$ cat src/rtl/fcq_pkg.sv
package fcq_pkg;

    localparam int MASK_W = 5;

    typedef enum logic [1:0] {
        REL_GT = 2'd0,
        REL_LT = 2'd1,
        REL_EQ = 2'd2,
        REL_UN = 2'd3
    } rel_e;

    typedef enum logic [1:0] {
        OP_HOLD   = 2'd0,
        OP_TARGET = 2'd1,
        OP_QUEUE  = 2'd2
    } op_e;

endpackage

$ cat src/rtl/fcq_result_sel.sv
module fcq_result_sel
    import fcq_pkg::*;
(
    input  rel_e              rel,
    input  logic [MASK_W-1:0] mask,
    output logic              res_bit,
    output logic              signaling
);

    // each relation picks its own mask bit
    always_comb begin
        unique case (rel)
            REL_GT:  res_bit = mask[4];
            REL_LT:  res_bit = mask[3];
            REL_EQ:  res_bit = mask[2];
            REL_UN:  res_bit = mask[1];
            default: res_bit = 1'b0;
        endcase
    end

    // flavour request for the external comparator
    assign signaling = mask[0];

endmodule

$ cat src/rtl/fcq_op_decode.sv
module fcq_op_decode
    import fcq_pkg::*;
#(
    parameter int SEL_W = 3
) (
    input  logic             valid,
    input  logic [SEL_W-1:0] target,
    output op_e              op
);

    always_comb begin
        unique case ({valid, (target != '0)})
            2'b10:   op = OP_QUEUE;
            2'b11:   op = OP_TARGET;
            default: op = OP_HOLD;
        endcase
    end

endmodule

$ cat src/rtl/fcq_cond_store.sv
module fcq_cond_store
    import fcq_pkg::*;
#(
    parameter int SEL_W   = 3,
    parameter int QUEUE_W = 11,
    localparam int AUX_W  = (1 << SEL_W) - 1
) (
    input  logic               clk,
    input  logic               rst_n,
    input  op_e                op,
    input  logic [SEL_W-1:0]   target,
    input  logic               res_bit,
    output logic               c_q,
    output logic [QUEUE_W-1:0] queue_q,
    output logic [AUX_W-1:0]   aux_q
);

    logic [AUX_W-1:0] aux_we;

    genvar k;
    generate
        for (k = 0; k < AUX_W; k++) begin : g_aux_we
            assign aux_we[k] = (op == OP_TARGET) && (target == SEL_W'(k + 1));
        end
    endgenerate

    always_ff @(posedge clk or negedge rst_n) begin
        if (!rst_n) begin
            c_q     <= 1'b0;
            queue_q <= '0;
            aux_q   <= '0;
        end else begin
            unique case (op)
                OP_HOLD: begin
                end
                OP_TARGET: begin
                    aux_q <= (aux_q & ~aux_we) | ({AUX_W{res_bit}} & aux_we);
                end
                OP_QUEUE: begin
                    queue_q <= {queue_q[QUEUE_W-2:0], c_q};
                    c_q     <= res_bit;
                end
                default: begin
                end
            endcase
        end
    end

    // a targeted write leaves the main bit and the history alone
    a_r4_target_keeps_queue: assert property (@(posedge clk) disable iff (!rst_n)
        (op == OP_TARGET) |=> ($stable(c_q) && $stable(queue_q)));

    // the history moves one place and takes the old main bit
    a_r5_queue_shift: assert property (@(posedge clk) disable iff (!rst_n)
        (op == OP_QUEUE) |=> ((queue_q[0] == $past(c_q)) &&
                              (queue_q[QUEUE_W-1:1] == $past(queue_q[QUEUE_W-2:0]))));

    // the main bit takes the selected result; aux bits untouched
    a_r6_c_takes_result: assert property (@(posedge clk) disable iff (!rst_n)
        (op == OP_QUEUE) |=> ((c_q == $past(res_bit)) && $stable(aux_q)));

    // nothing moves on a hold cycle
    a_r7_hold_state: assert property (@(posedge clk) disable iff (!rst_n)
        (op == OP_HOLD) |=> ($stable(c_q) && $stable(queue_q) && $stable(aux_q)));

    // at most one auxiliary bit is written per cycle
    a_r4_single_aux_write: assert property (@(posedge clk) disable iff (!rst_n)
        $onehot0(aux_we));

endmodule

$ cat src/rtl/fcq_flag_accum.sv
module fcq_flag_accum #(
    parameter int FLAG_W = 5
) (
    input  logic              clk,
    input  logic              rst_n,
    input  logic              valid,
    input  logic [FLAG_W-1:0] exc,
    output logic [FLAG_W-1:0] flags_q
);

    always_ff @(posedge clk or negedge rst_n) begin
        if (!rst_n) begin
            flags_q <= '0;
        end else if (valid) begin
            flags_q <= flags_q | exc;
        end
    end

    // a flag once set is never lost
    a_r8_flags_sticky: assert property (@(posedge clk) disable iff (!rst_n)
        1'b1 |=> ((flags_q & $past(flags_q)) == $past(flags_q)));

    // flags hold when no compare completes
    a_r7_flags_hold: assert property (@(posedge clk) disable iff (!rst_n)
        !valid |=> $stable(flags_q));

endmodule

$ cat src/rtl/fcmp_cond_queue.sv
module fcmp_cond_queue
    import fcq_pkg::*;
#(
    parameter int SEL_W   = 3,
    parameter int QUEUE_W = 11,
    parameter int FLAG_W  = 5,
    localparam int AUX_W  = (1 << SEL_W) - 1
) (
    input  logic               clk,
    input  logic               rst_n,
    input  logic               cmp_valid,
    input  logic [1:0]         cmp_rel,
    input  logic [MASK_W-1:0]  cmp_mask,
    input  logic [SEL_W-1:0]   cmp_target,
    input  logic [FLAG_W-1:0]  cmp_exc,
    output logic               cmp_signaling,
    output logic               cond_c,
    output logic [QUEUE_W-1:0] cond_queue,
    output logic [AUX_W-1:0]   cond_aux,
    output logic [FLAG_W-1:0]  exc_flags
);

    logic res_bit;
    op_e  op;
    rel_e rel;

    assign rel = rel_e'(cmp_rel);

    fcq_result_sel u_sel (
        .rel       (rel),
        .mask      (cmp_mask),
        .res_bit   (res_bit),
        .signaling (cmp_signaling)
    );

    fcq_op_decode #(.SEL_W(SEL_W)) u_dec (
        .valid  (cmp_valid),
        .target (cmp_target),
        .op     (op)
    );

    fcq_cond_store #(.SEL_W(SEL_W), .QUEUE_W(QUEUE_W)) u_store (
        .clk     (clk),
        .rst_n   (rst_n),
        .op      (op),
        .target  (cmp_target),
        .res_bit (res_bit),
        .c_q     (cond_c),
        .queue_q (cond_queue),
        .aux_q   (cond_aux)
    );

    fcq_flag_accum #(.FLAG_W(FLAG_W)) u_flags (
        .clk     (clk),
        .rst_n   (rst_n),
        .valid   (cmp_valid),
        .exc     (cmp_exc),
        .flags_q (exc_flags)
    );

    // the flavour request follows mask bit 0 at all times
    always_comb begin
        a_r3_flavour: assert (cmp_signaling == cmp_mask[0]);
    end

    // state is clear on the first edge after reset release
    a_r1_reset_clear: assert property (@(posedge clk)
        $rose(rst_n) |-> (!cond_c && (cond_queue == '0) && (cond_aux == '0) && (exc_flags == '0)));

endmodule

$ cat config.mk
export PLATFORM = sky130hd
export DESIGN_NAME = fcmp_cond_queue
export DESIGN_NICKNAME = d
export VERILOG_FILES = /design/src/rtl/fcq_pkg.sv /design/src/rtl/fcq_result_sel.sv /design/src/rtl/fcq_op_decode.sv /design/src/rtl/fcq_cond_store.sv /design/src/rtl/fcq_flag_accum.sv /design/src/rtl/fcmp_cond_queue.sv
export SDC_FILE = /design/constraint.sdc
export NUM_CORES = 1
export LEC_CHECK = 0
export ABC_CLOCK_PERIOD_IN_PS = 1100
export CELL_PAD_IN_SITES_DETAIL_PLACEMENT = 1
export CELL_PAD_IN_SITES_GLOBAL_PLACEMENT = 1
export CORE_MARGIN = 10
export CORE_UTILIZATION = 50
export DETAILED_ROUTE_END_ITERATION = 7
export DONT_BUFFER_PORTS = 1
export PLACE_DENSITY_LB_ADDON = 0.1
export SYNTH_ARGS = -nofsm -noshare
export SYNTH_HDL_FRONTEND = slang
export SYNTH_SLANG_ARGS = --single-unit
$ cat constraint.sdc
create_clock -name clk -period 1.1 [get_ports clk]
set_input_delay 0.275 -clock clk [delete_from_list [all_inputs] [get_ports clk]]
set_output_delay 0.275 -clock clk [all_outputs]
set_load 0.01 [all_outputs]
==> out/qor.yml, run 1 <==
status: "finished clean"
crit_fanout: 3
hold_viol_final: 0
place_congestion: 0.662
grt_start_max_net_pins: 25
rsz0062_at_grt: "no"
track_usage_pct: 9.93
ys_ff_latch: 24
vias: 533
drc: 0
synth_top_area_cell: "dfrtp_1"
critical_path_class: "register to output pin"
clock_path_buffers: 2
cap_violations: 0
worstMarginPinSlew_ns: 0.343
cts_sinks: 24
fill_cells: 193
finalCritPeriodShare_pct: 94.5
end_kind: "output pin"
power_leakage_uw: 0.000470
cts_resized: 0
nNetsFinal: 83
fmax_mhz: 962
cts_tree: "done"
required_ns: 0.82
synthTopCellsByArea: "dfrtp_1 61%, mux2_2 22%, a21o_1 3.8%"
finalSetupTns_ns: 0
die_area_sq_mm: 0.00416
total_power_uw: 1880
postSynthAreaPerCell_sq_um: 16.5
ctsHtreeMaxLevel: 1
area_delta_synth_final_pct: 10.9
finalMaxSlewViolations: 0
diodes: 0
die_h_um: 64.5
drtAntennaViolNets: 0
viasPerCell: 5.86
core-area_sq_mm: 0.00192
root_buffer: "clkbuf_4"
firstDrtPassIters: 3
ir_drop_v: 0.00107
fin_crit_ns: 1.04
die_w_um: 64.5
min_path_type: "primary input to register"
dpl.hpwl_um: 1650
yosys.area.top_type_share_pct: 60.7
synth_cell_types: 12
startpoint_type: "register"
grt_overflow: 0
start_util_pct: 51.5
grt_pass1_vias: 600
numCtsBuffers: 3
arrival_ns: 0.76
synthesis.area_sq_um: 990
fp-row-count: 16
syn-num-nets: 78
drt-initial-drc-count: 25
power_density_mw_per_mm2: 1710
drive_gt1_share_pct: 45.3
antenna_found_initial: 0
setup_viol: 0
ys_seq_area_share_pct: 60.7
clock_latency_ns: 0.30
routed_wl_um: 2120
grt_pass1_wl_um: 3290
ioPinCount: 43
slew_headroom_pct: 76.8
skew_ns: 0.000717
clk_pin_slew_ns: 0.12
synth_cells: 60
yosys_warnings: 0
cts_setup_buffers: 0
wl_per_cell_um: 23.3
place.port_buffers: 0
-- path summary, 6_finish.rpt --
kind                                    startpoint                   to  slack, ns  depth (start not counted)
worst max-delay path            u_store.queue_q[9]        cond_queue[9]       0.06                          0
worst min-delay path                     cmp_valid   u_flags.flags_q[0]       0.08                          1
worst max register to register  u_store.queue_q[9]  u_store.queue_q[10]       0.24                          1
worst min register to register  u_flags.flags_q[0]   u_flags.flags_q[0]       0.54                          1
max in group asynchronous                    rst_n   u_store.queue_q[5]       0.57                          2
min in group asynchronous                    rst_n            async pin       0.39                          2
-- synth_stat cells --
cell type	n
nand4b_1	3
buf_6	1
nor4bb_1	1
mux4_2	1
nor4b_4	1
a21o_1	5
buf_2	1
dfrtp_1	24
nand4_1	1
buf_4	1
and4bb_2	2
mux2_2	19
-- through the flow --
step	instance area (sq um)	utilization [%]	worst slack, ns	hold slack (ns)	cells
2_1_floorplan	1000	-	-0.123	-0.0206	60
3_5_place_dp	1030	53.6	-0.185	-0.0197	85
4_1_cts	1070	55.5	0.0419	-0.370	89
5_1_grt	1100	57.1	0.00759	0.0543	91
6_report	1100	57.1	0.0610	0.0805	91
3_3_place_gp	1030	53.6	-0.127	-0.0198	85
-- layout make-up --
cell class / count / area [sq um] / area share, %
clock buffers: 4 / 36.3 / 3.31
multi-input cells: 33 / 377 / 34.3
flip-flops and latches: 24 / 601 / 54.7
well taps: 27 / 33.8 / 3.08
repair buffers: 3 / 50.0 / 4.56
-- kinds of logic (layout without fill, tap and decap cells) --
group | after synthesis | after routing | synth area share, %
flops | 24 | 24 | 60.7
mux | 20 | 20 | 23.9
simple gates | 8 | 8 | 9.23
compound gates | 5 | 5 | 3.79
buf+inv | 3 | 7 | 2.40
-- metal layers --
layer  vias to the layer above  track usage, %  wire (um)
met1                       280            8.96        705
met2                        21            16.9       1110
met5                         -               0          0
met3                         2            7.56        290
met4                         0            3.21          8
li1                        230               -          -
-- power breakdown --
group	internal [uW]	leakage, uW	total (uW)	switching [uW]
Sequential	1020	0.000289	1210	189
Clock	202	0.0000210	446	244
Combinational	154	0.000160	220	66.6
Total	1380	0.000470	1880	499
-- placed cells by master, fill, tap and decap left out, types with 2 or more instances in the layout --
cell type	instances
nand4b_1	3
dfrtp_1	24
clkbuf_4	3
buf_12	2
a21o_1	5
mux2_4	3
and4bb_2	2
mux2_2	16
No activity file was read; power rests on OpenSTA's default activity.
==> run 2: changes to the inputs <==
--- a/config.mk
+++ b/config.mk
@@ -6,6 +6,7 @@
 export NUM_CORES = 1
 export LEC_CHECK = 0
 export ABC_CLOCK_PERIOD_IN_PS = 1100
+export CAP_MARGIN = 10
 export CELL_PAD_IN_SITES_DETAIL_PLACEMENT = 1
 export CELL_PAD_IN_SITES_GLOBAL_PLACEMENT = 1
 export CORE_MARGIN = 10
==> results of run 2 <==
The final DEF is identical to that of run 1; final timing and power are the same.
